===== config.mk =====
export PLATFORM = sky130hd
export DESIGN_NAME = subrange_seq
export DESIGN_NICKNAME = d
export VERILOG_FILES = /design/src/rtl/subrange_seq_pkg.sv /design/src/rtl/subrange_seq_sync.sv /design/src/rtl/subrange_seq_edge.sv /design/src/rtl/subrange_seq_ctr.sv /design/src/rtl/subrange_seq.sv
export SDC_FILE = /design/constraint.sdc
export NUM_CORES = 1
export LEC_CHECK = 0
export ABC_AREA = 1
export BUFFER_PORTS_ARGS = -buffer_cell sky130_fd_sc_hd__buf_4
export CAP_MARGIN = 20
export CORE_MARGIN = 4
export CORE_UTILIZATION = 50
export CTS_BUF_LIST = sky130_fd_sc_hd__clkbuf_8
export DETAILED_ROUTE_END_ITERATION = 8
export GPL_ROUTABILITY_DRIVEN = 0
export PLACE_DENSITY_LB_ADDON = 0.3
export SLEW_MARGIN = 20
export SYNTH_ARGS = -nofsm -noshare
export SYNTH_HDL_FRONTEND = slang
export SYNTH_SLANG_ARGS = --single-unit

===== constraint.sdc =====
create_clock -name clk -period 1.7 [get_ports clk]
set_input_delay 0.34 -clock clk [delete_from_list [all_inputs] [get_ports clk]]
set_output_delay 0.34 -clock clk [all_outputs]
set_load 0.01 [all_outputs]

===== src/rtl/subrange_seq_pkg.sv =====
package subrange_seq_pkg;

    typedef enum logic [3:0] {
        ST_IDLE,
        ST_LEAD,
        ST_SETTLE,
        ST_COARSE,
        ST_RESID,
        ST_RETRACK,
        ST_FINE,
        ST_GAP,
        ST_XFER
    } seq_state_e;

    // Maps a cycle count since the accepted edge onto its phase.
    function automatic seq_state_e phase_of(
        input int unsigned c,
        input int unsigned t_hold,
        input int unsigned t_coarse,
        input int unsigned t_rel,
        input int unsigned t_fine,
        input int unsigned t_xfer
    );
        seq_state_e p;
        if (c < t_hold)         p = ST_LEAD;
        else if (c < t_coarse)  p = ST_SETTLE;
        else if (c == t_coarse) p = ST_COARSE;
        else if (c < t_rel)     p = ST_RESID;
        else if (c < t_fine)    p = ST_RETRACK;
        else if (c == t_fine)   p = ST_FINE;
        else if (c < t_xfer)    p = ST_GAP;
        else                    p = ST_XFER;
        return p;
    endfunction

endpackage


===== src/rtl/subrange_seq_sync.sv =====
module subrange_seq_sync #(
    parameter int unsigned STAGES = 2
) (
    input  logic clk,
    input  logic rst_n,
    input  logic d,
    output logic q
);
    logic [STAGES-1:0] chain;

    for (genvar i = 0; i < STAGES; i++) begin : g_stage
        if (i == 0) begin : g_first
            always_ff @(posedge clk or negedge rst_n) begin
                if (!rst_n) chain[0] <= 1'b0;
                else        chain[0] <= d;
            end
        end else begin : g_next
            always_ff @(posedge clk or negedge rst_n) begin
                if (!rst_n) chain[i] <= 1'b0;
                else        chain[i] <= chain[i-1];
            end
        end
    end

    assign q = chain[STAGES-1];
endmodule


===== src/rtl/subrange_seq_edge.sv =====
module subrange_seq_edge (
    input  logic clk,
    input  logic rst_n,
    input  logic lvl,
    output logic rise
);
    logic prev;

    always_ff @(posedge clk or negedge rst_n) begin
        if (!rst_n) prev <= 1'b0;
        else        prev <= lvl;
    end

    assign rise = lvl & ~prev;
endmodule


===== src/rtl/subrange_seq_ctr.sv =====
module subrange_seq_ctr #(
    parameter int unsigned W = 8
) (
    input  logic         clk,
    input  logic         rst_n,
    input  logic         start,
    input  logic         adv,
    output logic [W-1:0] cnt,
    output logic [W-1:0] cnt_nx
);
    always_comb begin
        if (start)    cnt_nx = W'(1);
        else if (adv) cnt_nx = cnt + W'(1);
        else          cnt_nx = '0;
    end

    always_ff @(posedge clk or negedge rst_n) begin
        if (!rst_n) cnt <= '0;
        else        cnt <= cnt_nx;
    end
endmodule


===== src/rtl/subrange_seq.sv =====
module subrange_seq
    import subrange_seq_pkg::*;
#(
    parameter int unsigned SYNC_STAGES  = 2,
    parameter int unsigned TICKS_PER_NS = 1,
    parameter int unsigned HOLD_NS      = 6,
    parameter int unsigned COARSE_NS    = 65,
    parameter int unsigned WINDOW_NS    = 135,
    parameter int unsigned FINE_NS      = 85,
    parameter int unsigned XFER_NS      = 4
) (
    input  logic clk,
    input  logic rst_n,
    input  logic cmd_in,
    output logic hold_o,
    output logic blank_o,
    output logic coarse_strb_o,
    output logic fine_strb_o,
    output logic xfer_strb_o,
    output logic overlap_err_o
);
    // Absolute offsets, in clocks, from the accepted edge.
    localparam int unsigned T_HOLD   = HOLD_NS * TICKS_PER_NS;
    localparam int unsigned T_COARSE = T_HOLD + COARSE_NS * TICKS_PER_NS;
    localparam int unsigned T_REL    = T_HOLD + WINDOW_NS * TICKS_PER_NS;
    localparam int unsigned T_FINE   = T_COARSE + FINE_NS * TICKS_PER_NS;
    localparam int unsigned T_XFER   = T_FINE + XFER_NS * TICKS_PER_NS;
    localparam int unsigned CNT_W    = $clog2(T_XFER + 2);

    if (SYNC_STAGES == 0 || T_HOLD == 0 || !(T_HOLD < T_COARSE) ||
        !(T_COARSE < T_REL) || !(T_REL < T_FINE) || !(T_FINE < T_XFER)) begin : g_bad_timing
        $error("subrange_seq: offsets must be nonzero and strictly increasing");
    end

    logic             cmd_s;
    logic             rise;
    logic             start;
    logic             adv;
    logic [CNT_W-1:0] cnt;
    logic [CNT_W-1:0] cnt_nx;
    seq_state_e       state;
    seq_state_e       state_nx;

    subrange_seq_sync #(.STAGES(SYNC_STAGES)) u_sync (
        .clk   (clk),
        .rst_n (rst_n),
        .d     (cmd_in),
        .q     (cmd_s)
    );

    subrange_seq_edge u_edge (
        .clk   (clk),
        .rst_n (rst_n),
        .lvl   (cmd_s),
        .rise  (rise)
    );

    assign start = rise && (state == ST_IDLE);
    assign adv   = (state != ST_IDLE) && (state != ST_XFER);

    subrange_seq_ctr #(.W(CNT_W)) u_ctr (
        .clk    (clk),
        .rst_n  (rst_n),
        .start  (start),
        .adv    (adv),
        .cnt    (cnt),
        .cnt_nx (cnt_nx)
    );

    // Next-state selection.
    always_comb begin
        unique case (state)
            ST_IDLE: state_nx = start ? phase_of(32'(cnt_nx), T_HOLD, T_COARSE, T_REL, T_FINE, T_XFER)
                                      : ST_IDLE;
            ST_XFER: state_nx = ST_IDLE;
            default: state_nx = phase_of(32'(cnt_nx), T_HOLD, T_COARSE, T_REL, T_FINE, T_XFER);
        endcase
    end

    // State register.
    always_ff @(posedge clk or negedge rst_n) begin
        if (!rst_n) state <= ST_IDLE;
        else        state <= state_nx;
    end

    // Outputs decoded from the state.
    always_comb begin
        hold_o        = 1'b0;
        blank_o       = 1'b1;
        coarse_strb_o = 1'b0;
        fine_strb_o   = 1'b0;
        xfer_strb_o   = 1'b0;
        unique case (state)
            ST_IDLE, ST_LEAD, ST_RETRACK, ST_GAP: ;
            ST_SETTLE:  hold_o = 1'b1;
            ST_COARSE: begin
                hold_o        = 1'b1;
                coarse_strb_o = 1'b1;
            end
            ST_RESID: begin
                hold_o  = 1'b1;
                blank_o = 1'b0;
            end
            ST_FINE:    fine_strb_o = 1'b1;
            ST_XFER:    xfer_strb_o = 1'b1;
            default: ;
        endcase
        overlap_err_o = rise && (state != ST_IDLE);
    end

endmodule


# Word-level counts from Yosys, hierarchy flattened
# Index checks and enable logic that the tools add are counted.
dict set report op_classes {
  n_bitwise 2
  add_sub_neg 1
  n_eq_ne 8
  order_cmp 5
  n_reduce_logical 6
  muxes 16
}
# op count
set ops {}
lappend ops {{two-way mux 4 bit} 8}
lappend ops {{less-than comparator 8 bit, second input constant} 3}
lappend ops {{two-way mux 8 bit} 2}
lappend ops {{adder 8 x 1 -> 8 bit, second input constant} 1}
lappend ops {{== test 4 x 2 -> 1 bit, second input constant} 2}
lappend ops {{== test 4 x 3 -> 1 bit, second input constant} 2}
lappend ops {{== test 8 x 7 -> 1 bit, second input constant} 1}
lappend ops {{== test 8 bit, second input constant} 1}
lappend ops {{less-than comparator 8 x 3 -> 1 bit, second input constant} 1}
lappend ops {{less-than comparator 8 x 7 -> 1 bit, second input constant} 1}
lappend ops {{one-hot mux 4 bit (2 select lines)} 1}
lappend ops {{two-way mux 1 bit} 5}
lappend ops {{== test 4 bit, second input constant} 1}
lappend ops {{zero test 4 bit} 1}
lappend ops {{!= test 4 bit, second input constant} 1}
lappend ops {{nonzero test 4 bit} 1}
lappend ops {{logical AND 1 bit} 3}
lappend ops {{OR reduction 3 bit} 1}
lappend ops {{AND 1 bit} 1}
lappend ops {{NOT 1 bit} 1}
dict set report word_totals {
  register_bits 15
  output_inout_bits 6
  inputBits 3
}

# Longest topological paths before layout
# Gate-level depths: netlist of the first run.
dict set report logic_depth {
  depth_word 14
  depth_mapped 14
  mapped_depth_nobuf 14
}

# By module
# Synthesis of the first run repeated with hierarchy kept, for this count alone.
dict set report hier_totals {
  cells_unflattened 121
  hier_area_um2 845.8
}
# module area_each_um2 cells_per_inst instances
set modules_own_cells {}
lappend modules_own_cells {subrange_seq_ctr 391.6 46 1}
lappend modules_own_cells {subrange_seq 369.1 70 1}
lappend modules_own_cells {subrange_seq_sync 50.0 2 1}
lappend modules_own_cells {subrange_seq_edge 35.0 3 1}

# Worst setup path before layout of the first run
# OpenSTA, ideal clock, no wires.
dict set report synth_path {
  path_kind {register -> register}
  startpoint {register u_ctr.cnt[0]}
  endpoint {register state[0]}
  t_arrival_ps 1429
  setup_slack_ps 159
  required_ps 1587
  setup_time_ps 113
  n_path_buf 0
  synth_period_minus_slack_ps 1541
  path_stages_with_launch 12
  cell_sequence {dfrtp_1 ha_1 nand3_1 clkinv_1 nand3_1 nand3_1 a21oi_2 a21oi_1 nand2_1 nand3_1 nand2_1 inv_1}
}
dict set report synth_via {
  elab_chain_cells 13
  word_cells_on_any_way 19
  cone_classes {add/sub (1); order compare (5); eq/ne (2); mux (11)}
}
# item line_no
set synth_lines {}
lappend synth_lines {{start, declared} subrange_seq_ctr.sv:8} ;# output logic [W-1:0] cnt,
lappend synth_lines {{start signal, assigned} subrange_seq_ctr.sv:19} ;# else cnt <= cnt_nx;
lappend synth_lines {{adder 8 x 1 -> 8 bit *} subrange_seq_ctr.sv:13} ;# else if (adv) cnt_nx = cnt + W'(1);
lappend synth_lines {{two-way mux 8 bit *} subrange_seq_ctr.sv:13}
lappend synth_lines {{two-way mux 8 bit *} subrange_seq_ctr.sv:12} ;# if (start) cnt_nx = W'(1);
lappend synth_lines {{less-than comparator 8 bit} subrange_seq_pkg.sv:31} ;# else if (c < t_xfer) p = ST_GAP;
lappend synth_lines {{two-way mux 4 bit} subrange_seq_pkg.sv:31}
lappend synth_lines {{two-way mux 4 bit} subrange_seq_pkg.sv:30} ;# else if (c == t_fine) p = ST_FINE;
lappend synth_lines {{two-way mux 4 bit} subrange_seq_pkg.sv:29} ;# else if (c < t_fine) p = ST_RETRACK;
lappend synth_lines {{two-way mux 4 bit} subrange_seq_pkg.sv:28} ;# else if (c < t_rel) p = ST_RESID;
lappend synth_lines {{two-way mux 4 bit} subrange_seq_pkg.sv:27} ;# else if (c == t_coarse) p = ST_COARSE;
lappend synth_lines {{two-way mux 4 bit} subrange_seq_pkg.sv:26} ;# else if (c < t_coarse) p = ST_SETTLE;
lappend synth_lines {{two-way mux 4 bit *} subrange_seq_pkg.sv:25} ;# if (c < t_hold) p = ST_LEAD;
lappend synth_lines {{two-way mux 4 bit} subrange_seq.sv:73} ;# ST_IDLE: state_nx = start ? phase_of(32'(cnt_nx), T_HOLD, T_COARSE, T_REL, T_FINE, T_XFER)
lappend synth_lines {{one-hot mux 4 bit (2 select lines) *} subrange_seq.sv:72} ;# unique case (state)
lappend synth_lines {{net state_nx[0]} subrange_seq.sv:42} ;# seq_state_e state_nx;
lappend synth_lines {{end signal, assigned} subrange_seq.sv:83} ;# else state <= state_nx;
lappend synth_lines {{end, declared} subrange_seq.sv:41} ;# seq_state_e state;
# The timed path passes the listed nets; every way through them passes the cells marked *.

# Worst setup path after layout of the first run
dict set report layout_path {
  startpoint {register u_ctr.cnt[0]}
  endpoint {register state[1]}
}
dict set report layout_via {
  elab_chain_cells 13
  word_cells_on_any_way 19
  cone_classes {add/sub (1); order compare (5); eq/ne (2); mux (11)}
}
# item line_no
set layout_lines {}
lappend layout_lines {{adder 8 x 1 -> 8 bit *} subrange_seq_ctr.sv:13}
lappend layout_lines {{two-way mux 8 bit *} subrange_seq_ctr.sv:13}
lappend layout_lines {{two-way mux 8 bit *} subrange_seq_ctr.sv:12}
lappend layout_lines {{net cnt_nx[1]} subrange_seq.sv:40} ;# logic [CNT_W-1:0] cnt_nx;
lappend layout_lines {{less-than comparator 8 bit} subrange_seq_pkg.sv:31}
lappend layout_lines {{two-way mux 4 bit} subrange_seq_pkg.sv:31}
lappend layout_lines {{two-way mux 4 bit} subrange_seq_pkg.sv:30}
lappend layout_lines {{two-way mux 4 bit} subrange_seq_pkg.sv:29}
lappend layout_lines {{two-way mux 4 bit} subrange_seq_pkg.sv:28}
lappend layout_lines {{two-way mux 4 bit} subrange_seq_pkg.sv:27}
lappend layout_lines {{two-way mux 4 bit} subrange_seq_pkg.sv:26}
lappend layout_lines {{two-way mux 4 bit *} subrange_seq_pkg.sv:25}
lappend layout_lines {{two-way mux 4 bit} subrange_seq.sv:73}
lappend layout_lines {{one-hot mux 4 bit (2 select lines) *} subrange_seq.sv:72}
lappend layout_lines {{net state_nx[1]} subrange_seq.sv:42}
# Marks and branches as above.

==> impl_summary.txt, run 1 <==
----------------------------------------------------
[GRT]
  Pin count of the biggest net entering global routing ... 16
  Final global-route overflow total ... 0
  GRT Util Overall ... 0.157
  Via count of the first global-routing pass ... 740
  Global-route wire length before repair ... 3.06 mm
  Initial antenna violation count ... 0

[Detailed routing]
  DRC viols ... 0
  Total via count in the routed design ... roughly 820
  Sum of routed wire length over all layers ... 2.12 mm
  Number of DRC violations after detailed-routing iteration 0 ... 11
  Routed via count divided by cell count ... 5.06
  Antenna viol nets, final ... 0
  WL per Instance ... 13.0 um
  Detailed-router iteration count before antenna repair ... 6

[Die]
  Die height ... 50.3 um
  Row count ... 15
  Die ar. ... 2530 um^2
  Initial standard-cell utilization of the core ... 0.525
  Floorplan core area ... roughly 1700 um^2
  Overall die width ... 50.3 um
  Num ports ... 9

[Timing]
  Crit share post-route ... 0.967
  Fin. max-slew vios ... 0
  PnR worst setup slack ... 0.0554 ns
  Number of setup violations in the final report ... 0
  Setup repair after global routing missed its margin ... yes
  Maximum operating frequency ... 608 MHz
  Slew at the pin closest to its max-slew limit ... approximately 0.31 ns
  Count of final hold-check violations ... 0
  Slew HR ... 0.796
  Clock period minus final worst setup slack ... 1.64 ns
  Clock skew after layout ... 0.00482 ns

[Clocking]
  Root Driver ... sky130_fd_sc_hd__clkbuf_8
  Depth of the CTS H-tree ... 1
  Clock tree from TritonCTS ... done
  # clock sinks ... 15
  Worst-skew pair later-pin latency ... between 0.2 and 0.3 ns
  Number of buffers on the longest clock path ... 2
  Number of clock buffers inserted by TritonCTS ... 3
  Post-CTS clock slew at the launch and capture registers of the worst setup and hold paths ... approximately 0.060 ns

[Cells and area]
  Layout Nets ... 143
  Fraction of layout cells with a size suffix above 1 ... 0.457
  Antenna Diode Count ... 0
  Layout area overhead ... 34.6%
  Final Non-Filler Cells ... roughly 160

[Worst hold path]
  Worst hold path type ... input pin to flip-flop
  Hold Path Origin ... cmd_in
  Hold-critical path endpoint ... u_sync.chain[0]$_DFF_PN0_
  Cell depth of the worst min-delay path ... 1

[Worst setup path]
  Worst setup path start ... u_ctr.cnt[0]$_DFF_PN0_
  Critical path fanouts, max ... 3
  Slack of the worst reg-to-reg path ... 0.06 ns
  Endpoint of the most critical register-to-register path ... state[1]$_DFF_PN0_
  Worst reg2reg path startpoint ... u_ctr.cnt[0]$_DFF_PN0_
  Category of the worst setup path capture point ... flip-flop
  Required time of the critical path ... 1.85 ns
  Worst reg-to-reg path cell count ... 9
  Critical path type ... flip-flop to flip-flop
  Critical Path Start Type ... flip-flop
  Arr. time, crit path ... 1.79 ns

[Placement]
  Buffers added on ports ... 8
  Worst slack after detailed placement ... -0.0164 ns
  Number of placed cells counting well taps ... 150
  Post-DP HPWL ... 1.35 mm

[Synthesis]
  Synthesized flop and latch total ... 15
  Unique masters post-synth ... 25
  Share of async-settable or async-resettable flops after synthesis ... 1.00
  Fraction of post-synthesis cell area in the top cell type by area ... 0.419
  Top cells by area, synth ... sky130_fd_sc_hd__dfrtp_1, sky130_fd_sc_hd__nand2_1, sky130_fd_sc_hd__nand3_1
  Adder-cell share of the synthesized area ... 0.0140
  Number of nets produced by synthesis ... between 100 and 150
  Synth Cell Area ... approximately 900 um^2
  Compound-cell area share of the yosys netlist ... 0.0587
  Yosys warns ... 0
  Mux cell area share after synthesis ... 0
  Largest family of logic cells by synthesized area ... simple AND/OR/NAND/NOR gates
  Number of synthesized flops with an enable pin ... 0
  Syn Inst Count ... 115
  Most instantiated flip-flop cell in the synthesis netlist ... sky130_fd_sc_hd__dfrtp_1
  Mean area per synthesized cell ... 7.79 um^2
  Portion of the post-synthesis area used by sequential elements ... 0.419
  Cell type contributing the most total cell area after synthesis ... sky130_fd_sc_hd__dfrtp_1
  Synth Area in Simple Gates ... 0.425
  Xor/xnor share of the synthesized area ... 0

[Flow run]
  Max-cap viol count ... 0

[Power and ir drop]
  Maximum vdd ir drop ... 0.000722 V
  Power density relative to cell area ... 1200 nW/um^2
  Static leakage ... about 0.59 nW

[Status]
  Status ... completed

----------------------------------------------------
==> timing repair <==
action / CTS / global route
pin swaps: 0 / 12
hold buffers: 1 / 0
resized for setup: 1 / 23
setup endpoints to repair: 2 / 5
buffers inserted: 0 / 8
hold endpoints to repair: 15 / 0
==> per-stage QoR <==
step                instance area, um^2  setup TNS (ns)  hold slack, ns  power [mW]   util
floorplan                           896               0          0.0444       0.861      -
global placement                   1000               0           0.203       0.966  0.587
detailed placement                 1000         -0.0211           0.205       0.980  0.587
CTS                                1060               0           0.192        1.27  0.623
global route                       1210          -0.103           0.182        1.54  0.706
finish                             1210               0           0.190        1.44  0.706
==> state kept, by name, indices dropped and copies added (netlist names) <==
signal	count
u_ctr.cnt	8
u_sync.q	1
u_sync.chain	1
state	4
u_edge.prev	1
==> cell usage in the layout, fill, tap and decap left out, types with 3 or more instances in the layout <==
cell type | netlist | final
sky130_fd_sc_hd__dfrtp_1 | 15 | 12
sky130_fd_sc_hd__dfrtp_2 | 0 | 3
sky130_fd_sc_hd__nand2_1 | 27 | 25
sky130_fd_sc_hd__clkbuf_8 | 0 | 3
sky130_fd_sc_hd__buf_4 | 0 | 18
sky130_fd_sc_hd__nand3_1 | 11 | 8
sky130_fd_sc_hd__nand2_2 | 4 | 6
sky130_fd_sc_hd__nor2_2 | 4 | 4
sky130_fd_sc_hd__inv_2 | 5 | 8
sky130_fd_sc_hd__nor2_1 | 12 | 8
sky130_fd_sc_hd__nand3_2 | 4 | 6
sky130_fd_sc_hd__inv_1 | 14 | 12
sky130_fd_sc_hd__nor2_4 | 1 | 5
==> per-layer routing <==
metal,global-route usage,vias to the layer above,share of wire
met5,0,-,0
met4,0.0673,0,0.028
met3,0.0178,11,0.036
met2,0.259,23,0.50
met1,0.206,384,0.43
li1,-,406,-
==> where the power goes <==
group          total, mW  switching [mW]  internal [mW]
Combinational      0.646           0.397          0.250
Sequential         0.504          0.0811          0.423
Clock              0.292           0.130          0.163
==> worst max-delay path: stages, from the launching register on <==
cell and delay (ns):
sky130_fd_sc_hd__dfrtp_2 0.44, sky130_fd_sc_hd__ha_4 0.28, sky130_fd_sc_hd__nand2_2 0.06, sky130_fd_sc_hd__inv_2 0.07, sky130_fd_sc_hd__nand2_1 0.09, sky130_fd_sc_hd__nor3_4 0.24, sky130_fd_sc_hd__nor2_1 0.06, sky130_fd_sc_hd__nand2_1 0.06
sky130_fd_sc_hd__nand2_1 0.07, sky130_fd_sc_hd__o21a_1 0.17
==> area by class of cell <==
class	count	area [um^2]
repair buffers	19	145
well taps	25	31.3
multi-input cells	80	529
flip-flops and latches	15	379
clock buffers	3	41.3
clock inverters	1	5.00
inverters	20	75.1
fillers	121	502
==> worst max path at each step <==
stage	end	slack [ns]	cells after the start
finish	state[1]$_DFF_PN0_	0.06	9
global route	state[0]$_DFF_PN0_	-0.07	13
CTS	hold_o	0.007	4
detailed placement	state[0]$_DFF_PN0_	-0.02	12
global placement	state[0]$_DFF_PN0_	0.04	11
floorplan	state[0]$_DFF_PN0_	0.16	11
==> synthesized netlist by cell type (2+ instances only) <==
master                    instances
sky130_fd_sc_hd__nor3_2           2
sky130_fd_sc_hd__nand3_1         11
sky130_fd_sc_hd__nor2_2           4
sky130_fd_sc_hd__dfrtp_1         15
sky130_fd_sc_hd__nand2_4          2
sky130_fd_sc_hd__nand2_2          4
sky130_fd_sc_hd__nor3_1           2
sky130_fd_sc_hd__nand2_1         27
sky130_fd_sc_hd__nor2_1          12
sky130_fd_sc_hd__nand3_2          4
sky130_fd_sc_hd__inv_2            5
sky130_fd_sc_hd__inv_1           14
==> kinds of logic after synthesis <==
| group | count (synthesis) |
|---|---|
| adders and majority gates | 1 |
| AOI/OAI and AO/OA | 7 |
| buffers and inverters | 20 |
| DFF | 15 |
| and+or+nand+nor | 72 |
Note: power is estimated with default switching activity, not from simulation.
==> run 2, diff against run 1 <==
Settings changed: BUFFER_PORTS_ARGS -buffer_cell sky130_fd_sc_hd__buf_4 to unset, DONT_BUFFER_PORTS set to 1.
==> run 2 against run 1 <==
Wire length is 15% lower; register-to-register slack improved by 0.06 ns; clock skew is essentially flat; global-route usage decreased by 0.73 points; via count down 10%; combinational power shrank 11%; fmax is 2.3% higher; hold slack got worse by 0.075 ns; sequential power down 3%; clock power about the same; power shrank 5.7%; critical path type is now flip-flop to output pin; largest power group unchanged.
==> impl_summary.txt, run 2 (same netlist as run 1, synthesis figures left out) <==
----------------------------------------------------
[Clocking]
  Number of clock buffers inserted by TritonCTS ... 3 (unchanged)
  Clock tree from TritonCTS ... done (unchanged)
  Depth of the CTS H-tree ... 1 (unchanged)
  Root Driver ... sky130_fd_sc_hd__clkbuf_8 (unchanged)
  Worst-skew pair later-pin latency ... 0.25 ns (about the same)
  Post-CTS clock slew at the launch and capture registers of the worst setup and hold paths ... 0.06 ns (about the same)
  # clock sinks ... 15 (unchanged)
  Number of buffers on the longest clock path ... 2 (unchanged)

[Power and ir drop]
  Internal power consumption ... 784 uW (was 835 uW)
  Fraction of power consumed by the clock network ... 0.215 (was 0.203)
  Maximum vdd ir drop ... 0.000922 V (was 0.000722 V)
  Power density relative to cell area ... 1250 nW/um^2 (was 1200 nW/um^2)
  Sw Share ... 0.424 (was 0.421)
  Flop pwr share ... 0.361 (was 0.349)
  Share of power burned in combinational logic ... 0.424 (was 0.448)
  Net Switching ... 576 uW (was 607 uW)
  Static leakage ... 0.525 nW (was 0.595 nW)
  Sum of internal, switching and leakage power ... 1.36 mW (was 1.44 mW)

[Cells and area]
  Leading cell type in the layout, fill and taps excluded ... sky130_fd_sc_hd__nand2_1 (unchanged)
  Largest regs ... u_ctr.cnt (8), state (4) (unchanged)
  Number of flip-flops under the largest register name ... 8 (unchanged)
  Final Non-Filler Cells ... 148 (was 163)
  Filler instances ... 143 (was 121)
  Final instance area ... 1080 um^2 (was 1210 um^2)
  Register ranked first by flip-flop count ... u_ctr.cnt (unchanged)
  Antenna Diode Count ... 0 (unchanged)
  Layout area overhead ... 21.1% (was 34.6%)
  Most frequent cells in the layout ... sky130_fd_sc_hd__nand2_1, sky130_fd_sc_hd__dfrtp_1, sky130_fd_sc_hd__inv_1 (was sky130_fd_sc_hd__nand2_1, sky130_fd_sc_hd__buf_4, sky130_fd_sc_hd__inv_1, sky130_fd_sc_hd__dfrtp_1)
  Fraction of layout cells with a size suffix above 1 ... 0.358 (was 0.457)
  Layout Nets ... 128 (was 143)

[Worst setup path]
  Critical path fanouts, max ... 4 (was 3)
  Arr. time, crit path ... 1.27 ns (was 1.79 ns)
  Critical path type ... flip-flop to output pin (was flip-flop to flip-flop)
  Category of the worst setup path capture point ... output pin (was flip-flop)
  Critical Path Start Type ... flip-flop (unchanged)
  Required time of the critical path ... 1.36 ns (was 1.85 ns)

[Timing]
  Count of final hold-check violations ... 0 (unchanged)
  Maximum operating frequency ... 622 MHz (was 608 MHz)
  Slew at the pin closest to its max-slew limit ... 0.706 ns (was 0.306 ns)
  Clock skew after layout ... 0.00465 ns (was 0.00482 ns)
  Number of setup violations in the final report ... 0 (unchanged)
  Crit share post-route ... 0.946 (was 0.967)
  Total Negative Setup Slacks ... 0 ns (unchanged)
  Fin. max-slew vios ... 0 (unchanged)
  Clock period minus final worst setup slack ... 1.61 ns (was 1.64 ns)
  Slew HR ... 0.528 (was 0.796)
  PnR worst setup slack ... 0.0920 ns (was 0.0554 ns)

[GRT]
  Initial antenna violation count ... 0 (unchanged)
  Met1 Usage GRT ... 0.192 (was 0.206)
  Pin count of the biggest net entering global routing ... 16 (unchanged)
  GR peak layer ... met2 (unchanged)
  Final global-route overflow total ... 0 (unchanged)
  GR Util met3 ... 0.0267 (was 0.0178)
  Global-route wire length before repair ... 2.75 mm (was 3.06 mm)
  GRT Util Overall ... 0.149 (was 0.157)
  Met2 Track Usage GR ... 0.224 (was 0.259)
  Via count of the first global-routing pass ... 628 (was 740)

[Detailed routing]
  Total via count in the routed design ... 741 (was 824)
  Routed via count divided by cell count ... 5.01 (was 5.06)
  Sum of routed wire length over all layers ... 1.79 mm (was 2.12 mm)
  Detailed-router iteration count before antenna repair ... 4 (was 6)
  WL per Instance ... 12.1 um (was 13.0 um)
  Number of DRC violations after detailed-routing iteration 0 ... 14 (was 11)
  DRC viols ... 0 (unchanged)
  Antenna viol nets, final ... 0 (unchanged)

[Die]
  Die height ... 50.3 um (unchanged)
  Floorplan core area ... 1710 um^2 (unchanged)
  Initial standard-cell utilization of the core ... 0.525 (unchanged)
  Die ar. ... 2530 um^2 (unchanged)
  Overall die width ... 50.3 um (unchanged)
  Num ports ... 9 (unchanged)
  Row count ... 15 (unchanged)

[Placement]
  Buffers added on ports ... 0 (was 8)
  Worst slack after detailed placement ... 0.0408 ns (was -0.0164 ns)
  Placed cell area ... 942 um^2 (was 1000 um^2)
  Post-DP HPWL ... 1.26 mm (was 1.35 mm)
  Number of placed cells counting well taps ... 142 (was 150)

[Status]
  Status ... completed (unchanged)

[Flow run]
  Max-cap viol count ... 0 (unchanged)

[Worst hold path]
  Worst hold path type ... input pin to flip-flop (unchanged)

----------------------------------------------------
-- run 2: changes by cell type in the layout (fill, tap and decap cells not counted), moves of 2 or more --
| cell | delta |
|---|---|
| sky130_fd_sc_hd__buf_4 | -15 |
| sky130_fd_sc_hd__dfrtp_1 | +3 |
| sky130_fd_sc_hd__dfrtp_2 | -3 |
| sky130_fd_sc_hd__inv_1 | +2 |
| sky130_fd_sc_hd__inv_2 | -2 |
| sky130_fd_sc_hd__nand2_1 | -2 |
| sky130_fd_sc_hd__nand2_2 | +2 |
-- run 2: stage by stage --
step,util,hold slack [ns]
5_1_grt,0.635,0.104
6_report,0.635,0.115
2_1_floorplan,-,0.0444
3_3_place_gp,0.552,0.0448
4_1_cts,0.585,0.112
3_5_place_dp,0.552,0.0449
-- run 2: power groups by stage --
| stage | logic (mW) | registers, mW | clock network, mW |
|---|---|---|---|
| 2_1_floorplan | 0.390 | 0.471 | 0 |
| 3_3_place_gp | 0.457 | 0.479 | 0 |
| 3_5_place_dp | 0.463 | 0.481 | 0 |
| 6_report | 0.577 | 0.490 | 0.293 |
| 5_1_grt | 0.643 | 0.497 | 0.319 |
| 4_1_cts | 0.476 | 0.474 | 0.301 |
-- run 2: worst max-delay path, cell delays in order (launching register included) --
cell and delay, ns:
sky130_fd_sc_hd__dfrtp_1 0.39, sky130_fd_sc_hd__inv_1 0.09, sky130_fd_sc_hd__nor4_1 0.54
-- run 2: path summary, 6_finish.rpt --
path	startpoint	end	slack (ns)	cells after the start
max	state[1]$_DFF_PN0_	fine_strb_o	0.09	2
min	cmd_in	u_sync.chain[0]$_DFF_PN0_	0.12	0
max reg2reg	u_ctr.cnt[0]$_DFF_PN0_	state[1]$_DFF_PN0_	0.12	9
min reg2reg	u_sync.chain[0]$_DFF_PN0_	u_sync.q$_DFF_PN0_	0.35	0
max in group asynchronous	rst_n	state[3]$_DFF_PN0_	0.67	1
min in group asynchronous	rst_n	u_ctr.cnt[3]$_DFF_PN0_	0.58	1
-- run 2: layout make-up --
| cell class | instances | area (um^2) | share of cell area |
|---|---|---|---|
| Clock buffer | 3 | 41.3 | 0.0381 |
| Inverter | 20 | 75.1 | 0.0692 |
| Sequential cell | 15 | 375 | 0.346 |
| Clock inverter | 1 | 5.00 | 0.00461 |
| Tap cell | 25 | 31.3 | 0.0288 |
| Multi-Input combinational cell | 80 | 524 | 0.483 |
| Timing Repair Buffer | 4 | 32.5 | 0.0300 |
-- run 2: what timing repair did --
item	4_1_cts	5_1_grt
hold buffers	1	0
gates resized for setup	0	19
endpoints found under the hold margin	15	0
endpoints found under the setup margin	0	5
setup buffers	0	1
-- run 2: routing by layer --
layer	share of wire	wire, um
met2	0.48	859
met3	0.027	48
met5	0	0
met1	0.46	833
met4	0.030	53
==> run 3, diff against run 2 <==
Clock period 1.7 ns to 2 ns, I/O delays scaled along.
==> run 3 against run 2 <==
Clock power decreased by 16%; sequential power fell by 18%; critical path depth increased by 9; via count down 2.2%; die area did not move; combinational power fell by 29%; final cell count fell by 2.0%; power is 22% lower; sequential share of layout area up 3.6 points; non-clock buffer count fell by 3; critical path type is now flip-flop to flip-flop.
==> impl_summary.txt, run 3 (same netlist as run 1, synthesis figures left out) <==
----------------------------------------------------
[Timing]
  Maximum operating frequency ... 582 MHz
  Total Negative Setup Slacks ... 0 ns (unchanged)
  Clock period minus final worst setup slack ... 1.72 ns
  Number of setup violations in the final report ... 0 (unchanged)
  Slew at the pin closest to its max-slew limit ... 0.671 ns (was 0.706 ns)
  Count of final hold-check violations ... 0 (unchanged)
  Crit share post-route ... 0.859
  Clock skew after layout ... 0.00374 ns (was 0.00465 ns)
  Fin. max-slew vios ... 0 (unchanged)
  Slew HR ... 0.551 (was 0.528)
  Worst hold-check slack ... 0.178 ns (was 0.115 ns)
  Setup repair after global routing missed its margin ... no

[Cells and area]
  Multi-input gate area ... 445 um^2 (was 524 um^2)
  Register ranked first by flip-flop count ... u_ctr.cnt (unchanged)
  Antenna Diode Count ... 0 (unchanged)
  Layout area overhead ... 9.78% (was 21.1%)
  Most frequent cells in the layout ... sky130_fd_sc_hd__nand2_1, sky130_fd_sc_hd__dfrtp_1, sky130_fd_sc_hd__inv_1 (unchanged)
  Filler instances ... 157 (was 143)
  Layout Nets ... 125 (was 128)
  Final Non-Filler Cells ... 145 (was 148)
  Fraction of layout cells with a size suffix above 1 ... 0.242 (was 0.358)
  Area taken by flip-flops and latches ... 375 um^2 (unchanged)
  Number of flip-flops under the largest register name ... 8 (unchanged)
  Leading cell type in the layout, fill and taps excluded ... sky130_fd_sc_hd__nand2_1 (unchanged)
  Largest regs ... u_ctr.cnt (8), state (4) (unchanged)

[Placement]
  Post-DP HPWL ... 1.28 mm (was 1.26 mm)
  Number of placed cells counting well taps ... 140 (was 142)
  Buffers added on ports ... 0 (unchanged)

[Flow run]
  Max-cap viol count ... 0 (unchanged)

[Worst setup path]
  Endpoint of the most critical register-to-register path ... state[0]$_DFF_PN0_ (was state[1]$_DFF_PN0_)
  Worst reg2reg path startpoint ... u_ctr.cnt[0]$_DFF_PN0_ (unchanged)
  Critical path type ... flip-flop to flip-flop (was flip-flop to output pin)
  Slack of the worst reg-to-reg path ... 0.28 ns (was 0.12 ns)
  Arr. time, crit path ... 1.86 ns (was 1.27 ns)
  Critical Path Start Type ... flip-flop (unchanged)
  Category of the worst setup path capture point ... flip-flop (was output pin)
  Worst reg-to-reg path cell count ... 11 (was 9)
  Critical path fanouts, max ... 3 (was 4)
  Required time of the critical path ... 2.14 ns (was 1.36 ns)

[GRT]
  Final global-route overflow total ... 0 (unchanged)
  Via count of the first global-routing pass ... 684 (was 628)
  GRT Util Overall ... 0.157 (was 0.149)
  Global-route wire length before repair ... 3.04 mm (was 2.75 mm)
  Pin count of the biggest net entering global routing ... 16 (unchanged)
  Initial antenna violation count ... 0 (unchanged)

[Detailed routing]
  Antenna viol nets, final ... 0 (unchanged)
  Number of DRC violations after detailed-routing iteration 0 ... 26 (was 14)
  DRC viols ... 0 (unchanged)
  Detailed-router iteration count before antenna repair ... 4 (unchanged)
  Routed via count divided by cell count ... 5.00 (was 5.01)
  Sum of routed wire length over all layers ... 1.66 mm (was 1.79 mm)
  WL per Instance ... 11.4 um (was 12.1 um)
  Total via count in the routed design ... 725 (was 741)

[Worst hold path]
  Cell depth of the worst min-delay path ... 0 (unchanged)
  Hold Path Origin ... cmd_in (unchanged)
  Hold-critical path endpoint ... u_sync.chain[0]$_DFF_PN0_ (unchanged)
  Worst hold path type ... input pin to flip-flop (unchanged)

[Status]
  Status ... completed (unchanged)

[Die]
  Overall die width ... 50.3 um (unchanged)
  Floorplan core area ... 1710 um^2 (unchanged)
  Die height ... 50.3 um (unchanged)
  Initial standard-cell utilization of the core ... 0.525 (unchanged)
  Die ar. ... 2530 um^2 (unchanged)
  Row count ... 15 (unchanged)
  Num ports ... 9 (unchanged)

[Power and ir drop]
  Maximum vdd ir drop ... 0.000551 V (was 0.000922 V)
  Static leakage ... 0.498 nW (was 0.525 nW)
  Sum of internal, switching and leakage power ... 1.06 mW (was 1.36 mW)
  Power density relative to cell area ... 1080 nW/um^2 (was 1250 nW/um^2)

[Clocking]
  Number of clock buffers inserted by TritonCTS ... 3 (unchanged)
  Number of buffers on the longest clock path ... 2 (unchanged)
  Post-CTS clock slew at the launch and capture registers of the worst setup and hold paths ... 0.07 ns (was 0.06 ns)
  Number of setup buffers added after CTS ... 0 (unchanged)
  Worst-skew pair later-pin latency ... 0.25 ns (about the same)
  Root Driver ... sky130_fd_sc_hd__clkbuf_8 (unchanged)
  Post-CTS resize count ... 0 (unchanged)
  # clock sinks ... 15 (unchanged)
  Clock tree from TritonCTS ... done (unchanged)
  Depth of the CTS H-tree ... 1 (unchanged)

----------------------------------------------------
==> run 3: repair_timing <==
item | 4_1_cts | 5_1_grt
hold buffers | 1 | 0
setup endpoints to repair | 0 | 0
endpoints found under the hold margin | 15 | 0
==> run 3: final cells by class <==
class | count | area share
clock buffer | 3 | 0.0420
tap | 25 | 0.0318
clock inverter | 1 | 0.00509
inverter | 20 | 0.0763
sequential | 15 | 0.382
timing repair buffer | 1 | 0.0102
multi-input combinational | 80 | 0.453
==> run 3: worst max-delay path by stage <==
stage / startpoint / endpoint / depth (start not counted) / slack (ns)
3_3_place_gp: u_ctr.cnt[0]$_DFF_PN0_ / state[0]$_DFF_PN0_ / 11 / 0.30
3_5_place_dp: u_ctr.cnt[0]$_DFF_PN0_ / state[0]$_DFF_PN0_ / 11 / 0.30
2_1_floorplan: u_ctr.cnt[0]$_DFF_PN0_ / state[0]$_DFF_PN0_ / 11 / 0.46
5_1_grt: u_ctr.cnt[1]$_DFF_PN0_ / state[0]$_DFF_PN0_ / 11 / 0.05
4_1_cts: u_ctr.cnt[0]$_DFF_PN0_ / state[0]$_DFF_PN0_ / 11 / 0.29
6_report: u_ctr.cnt[0]$_DFF_PN0_ / state[0]$_DFF_PN0_ / 11 / 0.28
==> run 3: worst max-delay path: stages (launching register included) <==
cell and delay, ns:
sky130_fd_sc_hd__dfrtp_1 0.39, sky130_fd_sc_hd__ha_1 0.23, sky130_fd_sc_hd__nand3_1 0.16, sky130_fd_sc_hd__clkinv_1 0.10
sky130_fd_sc_hd__nand3_1 0.10, sky130_fd_sc_hd__nand3_1 0.14, sky130_fd_sc_hd__a21oi_2 0.23, sky130_fd_sc_hd__a21oi_1 0.06
sky130_fd_sc_hd__nand2_1 0.06, sky130_fd_sc_hd__nand3_1 0.06, sky130_fd_sc_hd__nand2_1 0.06, sky130_fd_sc_hd__inv_1 0.04
==> run 3: metrics by stage <==
step                 util  cell area (um^2)  worst slack [ns]
finish              0.576               983             0.282
global placement    0.543               927             0.302
detailed placement  0.543               927             0.295
global route        0.576               983            0.0476
floorplan               -               896             0.459
CTS                 0.576               983             0.289
==> run 3: report_power, final <==
group          internal (mW)  switching [mW]  leakage (nW)
clock                  0.138           0.109        0.0255
sequential             0.356          0.0478         0.195
combinational          0.134           0.274         0.277
==> run 3: routing by layer <==
| layer | part of all wire | global-route usage |
|---|---|---|
| met5 | 0 | 0 |
| met2 | 0.46 | 0.246 |
| met4 | 0.0060 | 0.0404 |
| met1 | 0.50 | 0.218 |
| met3 | 0.034 | 0.0356 |
